<file path="src/rtl/adcseq_pkg.sv">
package adcseq_pkg;
  localparam int unsigned CfgEnBit   = 0;
  localparam int unsigned CfgDiffBit = 1;
  localparam int unsigned CfgBipBit  = 2;
endpackage

</file>
<file path="src/rtl/adcseq_ch_pick.sv">
module adcseq_ch_pick #(
  parameter int unsigned NUM_CH = 8,
  parameter int unsigned IDX_W  = $clog2(NUM_CH)
) (
  input  logic [NUM_CH-1:0] mask_i,
  input  logic [IDX_W-1:0]  cur_i,
  output logic [IDX_W-1:0]  first_o,
  output logic [IDX_W-1:0]  next_o,
  output logic              has_next_o,
  output logic              any_o
);
  always_comb begin
    first_o    = '0;
    next_o     = '0;
    has_next_o = 1'b0;
    // scan downward so the lowest match wins
    for (int i = NUM_CH - 1; i >= 0; i--) begin
      if (mask_i[i]) first_o = IDX_W'(i);
      if (mask_i[i] && (i > int'(cur_i))) begin
        next_o     = IDX_W'(i);
        has_next_o = 1'b1;
      end
    end
    any_o = |mask_i;
  end
endmodule

</file>
<file path="src/rtl/adcseq_cfg.sv">
module adcseq_cfg
  import adcseq_pkg::*;
#(
  parameter int unsigned NUM_CH = 8,
  parameter int unsigned DATA_W = 8,
  parameter int unsigned ADDR_W = $clog2(NUM_CH)
) (
  input  logic              clk_i,
  input  logic              rst_ni,
  input  logic              we_i,
  input  logic              inh_i,
  input  logic [ADDR_W-1:0] addr_i,
  input  logic [DATA_W-1:0] wdata_i,
  output logic [NUM_CH-1:0] en_o,
  output logic [NUM_CH-1:0] en_next_o,
  output logic [NUM_CH-1:0] diff_o,
  output logic [NUM_CH-1:0] bip_o
);
  logic [NUM_CH-1:0] en_q, diff_q, bip_q;

  always_comb begin
    en_next_o = en_q;
    if (we_i) en_next_o[addr_i] = wdata_i[CfgEnBit];
  end

  always_ff @(posedge clk_i or negedge rst_ni) begin
    if (!rst_ni) begin
      en_q   <= '0;
      diff_q <= '0;
      bip_q  <= '0;
    end else begin
      en_q <= en_next_o;
      // mode flags frozen on a start write
      if (we_i && inh_i) begin
        diff_q[addr_i] <= wdata_i[CfgDiffBit];
        bip_q[addr_i]  <= wdata_i[CfgBipBit];
      end
    end
  end

  assign en_o   = en_q;
  assign diff_o = diff_q;
  assign bip_o  = bip_q;


  mode_hold_chk: assert property (@(posedge clk_i) disable iff (!rst_ni)
    (we_i && !inh_i) |=> ($stable(diff_o) && $stable(bip_o)));

  mode_load_chk: assert property (@(posedge clk_i) disable iff (!rst_ni)
    (we_i && inh_i) |=> (diff_o[$past(addr_i)] == $past(wdata_i[CfgDiffBit])));
endmodule

</file>
<file path="src/rtl/adcseq_conv_seq.sv">
module adcseq_conv_seq #(
  parameter int unsigned NUM_CH      = 8,
  parameter int unsigned DATA_W      = 8,
  parameter int unsigned CONV_CYCLES = 4,
  parameter int unsigned ADDR_W      = $clog2(NUM_CH)
) (
  input  logic              clk_i,
  input  logic              rst_ni,
  input  logic              start_i,
  input  logic [NUM_CH-1:0] mask_i,
  input  logic [DATA_W-1:0] conv_res_i,
  output logic              busy_o,
  output logic              sample_o,
  output logic              conv_req_o,
  output logic [ADDR_W-1:0] conv_ch_o,
  output logic              ram_we_o,
  output logic [ADDR_W-1:0] ram_addr_o,
  output logic [DATA_W-1:0] ram_data_o
);
  localparam int unsigned CNT_W = $clog2(CONV_CYCLES + 1);
  localparam logic [CNT_W-1:0] CntLast = CNT_W'(CONV_CYCLES - 1);

  logic              busy_q, sample_q;
  logic [ADDR_W-1:0] ch_q;
  logic [CNT_W-1:0]  cnt_q;
  logic [NUM_CH-1:0] mask_q, pick_mask;
  logic [ADDR_W-1:0] first_ch, next_ch;
  logic              has_next, any_en, last_cyc;

  assign pick_mask = busy_q ? mask_q : mask_i;
  assign last_cyc  = busy_q && (cnt_q == CntLast);

  adcseq_ch_pick #(.NUM_CH(NUM_CH), .IDX_W(ADDR_W)) u_pick (
    .mask_i     (pick_mask),
    .cur_i      (ch_q),
    .first_o    (first_ch),
    .next_o     (next_ch),
    .has_next_o (has_next),
    .any_o      (any_en)
  );

  always_ff @(posedge clk_i or negedge rst_ni) begin
    if (!rst_ni) begin
      busy_q   <= 1'b0;
      sample_q <= 1'b0;
      ch_q     <= '0;
      cnt_q    <= '0;
      mask_q   <= '0;
    end else begin
      sample_q <= 1'b0;
      if (!busy_q) begin
        if (start_i && any_en) begin
          busy_q   <= 1'b1;
          sample_q <= 1'b1;
          ch_q     <= first_ch;
          cnt_q    <= '0;
          mask_q   <= mask_i;
        end
      end else if (last_cyc) begin
        cnt_q <= '0;
        if (has_next) ch_q <= next_ch;
        else          busy_q <= 1'b0;
      end else begin
        cnt_q <= cnt_q + 1'b1;
      end
    end
  end

  assign busy_o     = busy_q;
  assign sample_o   = sample_q;
  assign conv_req_o = busy_q;
  assign conv_ch_o  = ch_q;
  assign ram_we_o   = last_cyc;
  assign ram_addr_o = ch_q;
  assign ram_data_o = conv_res_i;


  sample_pulse_chk: assert property (@(posedge clk_i) disable iff (!rst_ni)
    sample_o |=> !sample_o);

  sample_busy_chk: assert property (@(posedge clk_i) disable iff (!rst_ni)
    $rose(busy_o) |-> sample_o);

  ch_hold_chk: assert property (@(posedge clk_i) disable iff (!rst_ni)
    (conv_req_o && !ram_we_o) |=> (conv_req_o && $stable(conv_ch_o)));

  ch_enabled_chk: assert property (@(posedge clk_i) disable iff (!rst_ni)
    conv_req_o |-> mask_q[conv_ch_o]);
endmodule

</file>
<file path="src/rtl/adcseq_result_ram.sv">
module adcseq_result_ram #(
  parameter int unsigned NUM_CH = 8,
  parameter int unsigned DATA_W = 8,
  parameter int unsigned ADDR_W = $clog2(NUM_CH)
) (
  input  logic              clk_i,
  input  logic              rst_ni,
  input  logic              we_i,
  input  logic [ADDR_W-1:0] waddr_i,
  input  logic [DATA_W-1:0] wdata_i,
  input  logic              ptr_rst_i,
  input  logic              rd_i,
  input  logic [NUM_CH-1:0] mask_i,
  output logic [DATA_W-1:0] rdata_o
);
  logic [DATA_W-1:0] words [NUM_CH];
  logic [ADDR_W-1:0] rptr_q, first_ch, next_ch;
  logic [DATA_W-1:0] rdata_q;
  logic              has_next, any_en;

  for (genvar g = 0; g < NUM_CH; g++) begin : g_word
    logic [DATA_W-1:0] word_q;
    always_ff @(posedge clk_i or negedge rst_ni) begin
      if (!rst_ni)                                  word_q <= '0;
      else if (we_i && (waddr_i == ADDR_W'(g)))    word_q <= wdata_i;
    end
    assign words[g] = word_q;
  end

  adcseq_ch_pick #(.NUM_CH(NUM_CH), .IDX_W(ADDR_W)) u_pick (
    .mask_i     (mask_i),
    .cur_i      (rptr_q),
    .first_o    (first_ch),
    .next_o     (next_ch),
    .has_next_o (has_next),
    .any_o      (any_en)
  );

  always_ff @(posedge clk_i or negedge rst_ni) begin
    if (!rst_ni) begin
      rptr_q  <= '0;
      rdata_q <= '0;
    end else if (ptr_rst_i) begin
      rptr_q <= first_ch;
    end else if (rd_i) begin
      rdata_q <= words[rptr_q];
      if (any_en) rptr_q <= has_next ? next_ch : first_ch;
    end
  end

  assign rdata_o = rdata_q;


  rd_while_wr_chk: assert property (@(posedge clk_i) disable iff (!rst_ni)
    rd_i |-> !we_i);
endmodule

</file>
<file path="src/rtl/adcseq_top.sv">
module adcseq_top #(
  parameter int unsigned NUM_CH      = 8,
  parameter int unsigned DATA_W      = 8,
  parameter int unsigned CONV_CYCLES = 4,
  parameter int unsigned ADDR_W      = $clog2(NUM_CH)
) (
  input  logic              clk_i,
  input  logic              rst_ni,
  input  logic              cs_i,
  input  logic              wr_i,
  input  logic              rd_i,
  input  logic              inh_i,
  input  logic [ADDR_W-1:0] addr_i,
  input  logic [DATA_W-1:0] wdata_i,
  output logic [DATA_W-1:0] rdata_o,
  output logic              busy_no,
  output logic              sample_o,
  output logic              conv_req_o,
  output logic [ADDR_W-1:0] conv_ch_o,
  input  logic [DATA_W-1:0] conv_res_i,
  output logic [NUM_CH-1:0] en_o,
  output logic [NUM_CH-1:0] diff_o,
  output logic [NUM_CH-1:0] bip_o
);
  logic              busy, wr_go, rd_go, start;
  logic [NUM_CH-1:0] en_next;
  logic              ram_we;
  logic [ADDR_W-1:0] ram_addr;
  logic [DATA_W-1:0] ram_data;

  assign wr_go = cs_i && wr_i && !busy;
  assign rd_go = cs_i && rd_i && !inh_i && !busy;
  assign start = wr_go && !inh_i;

  adcseq_cfg #(.NUM_CH(NUM_CH), .DATA_W(DATA_W), .ADDR_W(ADDR_W)) u_cfg (
    .clk_i     (clk_i),
    .rst_ni    (rst_ni),
    .we_i      (wr_go),
    .inh_i     (inh_i),
    .addr_i    (addr_i),
    .wdata_i   (wdata_i),
    .en_o      (en_o),
    .en_next_o (en_next),
    .diff_o    (diff_o),
    .bip_o     (bip_o)
  );

  adcseq_conv_seq #(.NUM_CH(NUM_CH), .DATA_W(DATA_W), .CONV_CYCLES(CONV_CYCLES),
                    .ADDR_W(ADDR_W)) u_seq (
    .clk_i      (clk_i),
    .rst_ni     (rst_ni),
    .start_i    (start),
    .mask_i     (en_next),
    .conv_res_i (conv_res_i),
    .busy_o     (busy),
    .sample_o   (sample_o),
    .conv_req_o (conv_req_o),
    .conv_ch_o  (conv_ch_o),
    .ram_we_o   (ram_we),
    .ram_addr_o (ram_addr),
    .ram_data_o (ram_data)
  );

  adcseq_result_ram #(.NUM_CH(NUM_CH), .DATA_W(DATA_W), .ADDR_W(ADDR_W)) u_ram (
    .clk_i     (clk_i),
    .rst_ni    (rst_ni),
    .we_i      (ram_we),
    .waddr_i   (ram_addr),
    .wdata_i   (ram_data),
    .ptr_rst_i (sample_o),
    .rd_i      (rd_go),
    .mask_i    (en_o),
    .rdata_o   (rdata_o)
  );

  assign busy_no = !busy;


  busy_cfg_chk: assert property (@(posedge clk_i) disable iff (!rst_ni)
    !busy_no |=> ($stable(en_o) && $stable(diff_o) && $stable(bip_o)));

  nocs_chk: assert property (@(posedge clk_i) disable iff (!rst_ni)
    (!cs_i && busy_no) |=> ($stable(en_o) && $stable(rdata_o) && busy_no));

  empty_start_chk: assert property (@(posedge clk_i) disable iff (!rst_ni)
    (cs_i && wr_i && !inh_i && busy_no && (en_next == '0)) |=> (busy_no && !sample_o));
endmodule

</file>
<file path="config.mk">
export PLATFORM = sky130hd
export DESIGN_NAME = adcseq_top
export DESIGN_NICKNAME = d
export VERILOG_FILES = /design/src/rtl/adcseq_pkg.sv /design/src/rtl/adcseq_ch_pick.sv /design/src/rtl/adcseq_cfg.sv /design/src/rtl/adcseq_conv_seq.sv /design/src/rtl/adcseq_result_ram.sv /design/src/rtl/adcseq_top.sv
export SDC_FILE = /design/constraint.sdc
export NUM_CORES = 1
export LEC_CHECK = 0
export ABC_AREA = 1
export ABC_CLOCK_PERIOD_IN_PS = 1700
export BUFFER_PORTS_ARGS = -buffer_cell sky130_fd_sc_hd__clkbuf_2
export CAP_MARGIN = 15
export CELL_PAD_IN_SITES_DETAIL_PLACEMENT = 1
export CELL_PAD_IN_SITES_GLOBAL_PLACEMENT = 1
export CORE_MARGIN = 3
export CORE_UTILIZATION = 39
export DETAILED_ROUTE_END_ITERATION = 16
export PLACE_DENSITY_LB_ADDON = 0.05
export REMOVE_ABC_BUFFERS = 1
export SLEW_MARGIN = 20
export SYNTH_ARGS = -nofsm -noshare
export SYNTH_HDL_FRONTEND = slang
export SYNTH_SLANG_ARGS = --single-unit
</file>
<file path="constraint.sdc">
create_clock -name clk_i -period 1.7 [get_ports clk_i]
set_input_delay 0.255 -clock clk_i [delete_from_list [all_inputs] [get_ports clk_i]]
set_output_delay 0.255 -clock clk_i [all_outputs]
set_load 0.03 [all_outputs]
</file>
# Word level (Yosys, flattened, before mapping)
# Index checks and enable logic that the tools add are counted.
# totals
register_bits,115
input_bits,25
output_inout_bits,38
word_cells,163
# op_classes
addsub,1
n_lt_le_gt_ge,17
n_eq_ne,10
mux,70
bitwise,3
n_reduce_logical,44
# ops
cell,n
$mux 3,41
$logic_and 1x1->1,32
$mux 8,4
$bmux 8 s3,1
$bwmux 8,3
$gt 3x3->1 const A,8
$mux 1,20
$reduce_or 8->1,2
$eq 3x3->1 const B,4
$gt 2x3->1 const A,4
$eq 3x2->1 const B,3
$gt 1x3->1 const A,2
$reduce_and 2->1,3
$reduce_bool 2->1,3
$ge 4x4->1 const B,1
$lt 3x4->1 const B,1
$not 3->4,1
$add 3x1->3 const B,1
$demux 1 s3,1
$eq 3x1->1 const B,1
$ge 3x1->1 const B,1
$logic_not 3->1,1
$reduce_and 3->1,1
$logic_not 1->1,2
3 further kinds,4

# Logic depth before layout (Yosys ltp)
# logic_depth
depth_word,18
depth_mapped,18
mapped_depth_nobuf,17

# Hierarchy
# Synthesis repeated with hierarchy kept, for this count alone.
# hier_totals
hier_cells,831
area_unflattened_um2,6105.9
# modules_own_cells
mod,n_inst,cells_per_inst,area_per_inst_um2,seq_area_each_um2
adcseq_result_ram,1,460,3553.4,1876.8
adcseq_cfg,1,159,1252.5,600.6
adcseq_conv_seq,1,110,854.6,400.4
adcseq_ch_pick,2,48,210.2,0.0
adcseq_top,1,6,25.0,0.0

# Worst setup path before layout
# Ideal clock, no wire load.
# synth_path
kind,register to register
startpoint,register u_seq.busy_q (netlist: u_seq.busy_o)
endpoint,register u_ram.rptr_q[0]
setup_time_ps,137
arrival_time_ps,1887
t_required_ps,1563
setup_slack_ps,-325
stages_incl_launch_ff,9
n_path_buf,2
period_less_slack_ps,2025
path_cell_list,dfrtp_1 -> buf_4 -> inv_2 -> buf_2 -> nand4_1 -> nor2_1 -> nor2_1 -> a211oi_1 -> a21oi_1
# synth_between
elab_chain_cells,4
# synth_lines
element,line_no,text
"start, declared",adcseq_conv_seq.sv:23,"logic busy_q, sample_q;"
"start signal, assigned",adcseq_conv_seq.sv:44,busy_q <= 1'b0;
"start signal, assigned",adcseq_conv_seq.sv:53,busy_q <= 1'b1;
"start signal, assigned",adcseq_conv_seq.sv:62,else busy_q <= 1'b0;
$logic_not 1->1,n/a,
via busy_no,adcseq_top.sv:16,"output logic busy_no,"
$logic_and 1x1->1,adcseq_top.sv:32,assign rd_go = cs_i && rd_i && !inh_i && !busy;
$reduce_bool 2->1 (no source line),n/a,
$reduce_and 2->1 (no source line),n/a,
"end signal, assigned",adcseq_result_ram.sv:44,rptr_q <= first_ch;
"end signal, assigned",adcseq_result_ram.sv:47,if (any_en) rptr_q <= has_next ? next_ch : first_ch;
"end, declared",adcseq_result_ram.sv:17,"logic [ADDR_W-1:0] rptr_q, first_ch, next_ch;"
# The timed path passes the listed nets, and every way through them passes these cells.
# A chain may end at the register's enable or synchronous reset.

# Worst setup path after layout
# layout_path
startpoint,register u_seq.busy_q (netlist: u_seq.busy_o)
endpoint,register u_seq.mask_q[2]
# layout_between
elab_chain_cells,7
elab_cells_between_ends,9
cone_classes,2 x mux; 1 x bitwise; 6 x reduce/logical
# layout_lines
element,line_no,text
$logic_not 1->1,n/a,
$logic_and 1x1->1,adcseq_top.sv:31,assign wr_go = cs_i && wr_i && !busy;
$mux 8,adcseq_cfg.sv:23,if (we_i) en_next_o[addr_i] = wdata_i[CfgEnBit];
via en_next[3],adcseq_top.sv:26,logic [NUM_CH-1:0] en_next;
$mux 8,adcseq_conv_seq.sv:30,assign pick_mask = busy_q ? mask_q : mask_i;
$reduce_or 8->1,adcseq_ch_pick.sv:24,any_o = |mask_i;
$logic_and 1x1->1,adcseq_conv_seq.sv:52,if (start_i && any_en) begin
$reduce_and 2->1 (no source line),n/a,
"end signal, assigned",adcseq_conv_seq.sv:57,mask_q <= mask_i;
"end, declared",adcseq_conv_seq.sv:26,"logic [NUM_CH-1:0] mask_q, pick_mask;"
# The timed path passes the listed nets, and every way through them passes these cells.

==> impl_metrics.py <==
metrics = {
    "run_status": {
        "status": "complete, but fails checks",
        "violations": "setup timing",
    },
    "pwr": {
        "powerDensity_mw_per_mm2": 1950,
        "leakage_uw": 0.00379,
        "vdd_drop_max_mv": 0.945,
    },
    "setup_path": {
        "timing.reg2reg.setup_slack_ns": -0.27,
        "cp_common_cell": "nand2_4",
        "rr_worst_depth": 13,
        "crit_buf_inv": 2,
        "timing.rr.end": "u_seq.mask_q[2]$_DFFE_PN0P_",
        "critPathMaxStageDelay_ns": 0.43,
        "start_kind": "flip-flop",
        "critPathKind": "reg2reg",
        "critPathSlowestCell": "dfrtp_1",
        "cp_cell_sequence": "nor2_4 > buf_6 > nand2_4 > nand2_4 > o21ai_4 > o21ai_2 > nand2_1 > nor2_2 > nand2_2 > nand2_4 > inv_8 > nand2_1 > o21ai_2",
        "worstSetupEndpointType": "flip-flop",
        "critPathLaunch": "u_seq.busy_o$_DFF_PN0_",
        "r2r_start": "u_seq.busy_o$_DFF_PN0_",
        "worstPathMaxFanout": 16,
        "arrival_ns": 2.27,
        "crit_family": "simple AND/OR/NAND/NOR gates",
        "crit_required_ns": 2.00,
    },
    "floorplanning": {
        "fp.dieArea_mm2": 0.0157,
        "io_pins": 63,
        "fp.coreArea_mm2": 0.0136,
        "start_util_pct": 40.8,
        "die_w_um": 125,
        "rows": 42,
        "die_h_um": 125,
    },
    "grt": {
        "grt_pass1_vias": 5906,
        "grt_overflow": 0,
        "grt_pass1_wl_um": 29100,
        "grt_use_total_pct": 23.0,
        "antenna_found_initial": 0,
        "grt_max_degree": 116,
    },
    "drt": {
        "routed_wl_um": 18100,
        "wire_per_inst_um": 17.8,
        "drtIter0Drc": 255,
        "drtPass1Iterations": 4,
        "viasPerCell": 5.25,
        "drc": 0,
        "ant_nets": 0,
        "num_vias": 5341,
    },
    "placement": {
        "placed_cell_area_mm2": 0.00655,
        "dpl.hpwl_um": 11800,
        "gp_congestion": 0.820,
        "port_buffers": 57,
    },
    "clocking": {
        "cts_root_buf": "clkbuf_16",
        "clock_sinks": 115,
        "cts-htree-levels": 4,
        "clockBufferDepth": 2,
        "cts_buffers": 17,
        "path_clk_slew_ns": 0.06,
        "cts_tree": "done",
        "clkLatencyLatePin_ns": 0.42,
    },
    "yosys": {
        "synth_area_leaders": "dfrtp_1 (52%), nand2_1 (12%), o21ai_0 (9.0%), nor2_1 (5.9%), inv_1 (3.2%)",
        "synth_top_area_share_pct": 52.0,
        "ys_warn_count": 0,
        "synth_flop_cell": "dfrtp_1",
        "synth-seq-cells": 115,
        "synth_common_cells": "nand2_1 (183), dfrtp_1 (115), o21ai_0 (100)",
        "ys_seq_area_share_pct": 52.0,
        "yosysTopAreaCell": "dfrtp_1",
        "yosysMostFrequentCell": "nand2_1",
        "syn_inst": 686,
        "ys_types": 33,
        "synthArstFlopShare_pct": 100,
        "syn-cell-area_mm2": 0.00553,
        "synth_edf_count": 0,
        "synth.avg_cell_area_um2": 8.07,
    },
    "sta": {
        "fin_crit_ns": 1.97,
        "period_share_pct": 116,
        "maxSlewHeadroom_pct": 57.6,
        "final_hold_viol_count": 0,
        "holdWs_ns": 0.0725,
        "slew_violations": 0,
        "grt_setup_unrepaired": "yes",
        "fin_ws_ns": -0.266,
        "fin_skew_ns": 0.00768,
        "setup_violations": 81,
        "tightestPinTransition_ns": 0.636,
        "fmax_mhz": 509,
    },
    "hold_path": {
        "hold_path_depth": 3,
        "hold_path.class": "in2reg",
        "hp-start": "conv_res_i[4]",
        "hold_end": "u_ram.g_word[7].word_q[4]$_DFFE_PN0P_",
    },
    "cells_and_area": {
        "fin_area_mm2": 0.00763,
        "antenna_cells": 0,
        "drive_gt1_share_pct": 31.4,
        "nets": 855,
        "syn2layout_area_growth_pct": 38.0,
    },
    "run": {
        "maxCapViolations": 0,
    },
}
[through the flow]
stage / util (%) / setup WS [ns] / std cells / TNS [ns] / power (uW)
finish: 56.3 / -0.266 / 1018 / -13.46 / 14900
global route: 56.3 / -0.434 / 1018 / -23.14 / 16000
CTS: 54.3 / -0.193 / 1007 / -4.20 / 14600
detailed placement: 48.3 / -0.292 / 963 / -4.97 / 10500
global placement: 48.3 / -0.263 / 963 / -2.64 / 10200
floorplan: - / -0.838 / 658 / -41.84 / 8170
[how the worst max path moves through the flow]
| stage | endpoint | cells past startpoint |
|---|---|---|
| global route | u_seq.conv_ch_o[0]$_DFFE_PN0P_ | 13 |
| global placement | u_seq.busy_o$_DFF_PN0_ | 10 |
| detailed placement | u_seq.busy_o$_DFF_PN0_ | 12 |
| floorplan | u_ram.g_word[7].word_q[0]$_DFFE_PN0P_ | 5 |
| CTS | u_seq.conv_ch_o[1]$_DFFE_PN0P_ | 15 |
| finish | u_seq.mask_q[2]$_DFFE_PN0P_ | 13 |
[worst min-delay path, delay by kind of cell]
| kind | cells | cell delay [ns] |
|---|---|---|
| AOI/OAI and AO/OA | 1 | 0.05 |
| and+or+nand+nor | 1 | 0.05 |
| buffers and inverters | 1 | 0.09 |
[layer usage]
metal | vias to the layer above | part of all wire (%) | track usage (%)
met5 | - | 0 | 0
met4 | 0 | 2.0 | 7.40
met3 | 24 | 2.5 | 4.31
met2 | 80 | 53 | 41.6
met1 | 2670 | 42 | 27.7
li1 | 2567 | - | -
[registers in the layout, summed over array words and instances (netlist names)]
| name | cells |
|---|---|
| u_cfg.en_o | 8 |
| u_ram.g_word.word_q | 64 |
| u_ram.rdata_o | 8 |
| u_seq.cnt_q | 3 |
| u_ram.rptr_q | 3 |
| u_seq.mask_q | 8 |
| u_seq.sample_o | 1 |
| u_cfg.diff_o | 8 |
| u_seq.busy_o | 1 |
| u_seq.conv_ch_o | 3 |
| u_cfg.bip_o | 8 |
[cell families (layout without fill, tap and decap cells)]
kind of cell	after synthesis	after routing	synth area share (%)
AOI/OAI and AO/OA	175	175	18.6
adders and majority gates	1	1	0.226
buffers and inverters	78	234	5.72
DFF	115	115	52.0
muxes	6	6	1.09
and+or+nand+nor	311	311	22.4
[cell usage in the layout (no fill, tap or decap), types with 5 or more instances in the layout]
master	count
nor2_2	12
clkbuf_2	55
dfrtp_1	110
o21ai_2	14
o21ai_0	81
nor3_1	8
mux2i_1	6
o21ai_1	16
o211ai_1	9
dfrtp_2	5
o221ai_1	6
nand2_1	168
clkinvlp_4	5
nor2_1	72
nand2_4	6
nand3_1	15
nor2_4	5
buf_12	7
buf_4	78
buf_6	9
clkinv_4	5
a21oi_1	24
clkbuf_16	17
inv_1	44
nand2_2	15
[power breakdown]
group,switching (uW),total (uW),internal [uW]
clock network,1350,3670,2310
registers,791,4700,3910
logic,3980,6520,2530
total,6130,14900,8750
[final cells by class]
class | instances | area, um2
clock buffers | 17 | 425
flip-flops and latches | 115 | 2880
fillers | 1635 | 5920
multi-input cells | 493 | 2580
repair buffers | 152 | 1140
well taps | 176 | 220
inverters | 50 | 199
clock inverters | 15 | 185
[timing repair]
item / in CTS / in global routing
gates cloned: 1 / 2
hold buffers: 1 / 0
endpoints found under the hold margin: 115 / 0
setup endpoints to repair: 52 / 89
pin swaps: 7 / 26
buffers inserted: 10 / 9
gates resized for setup: 40 / 68
Power figures use the tool's default switching activity.
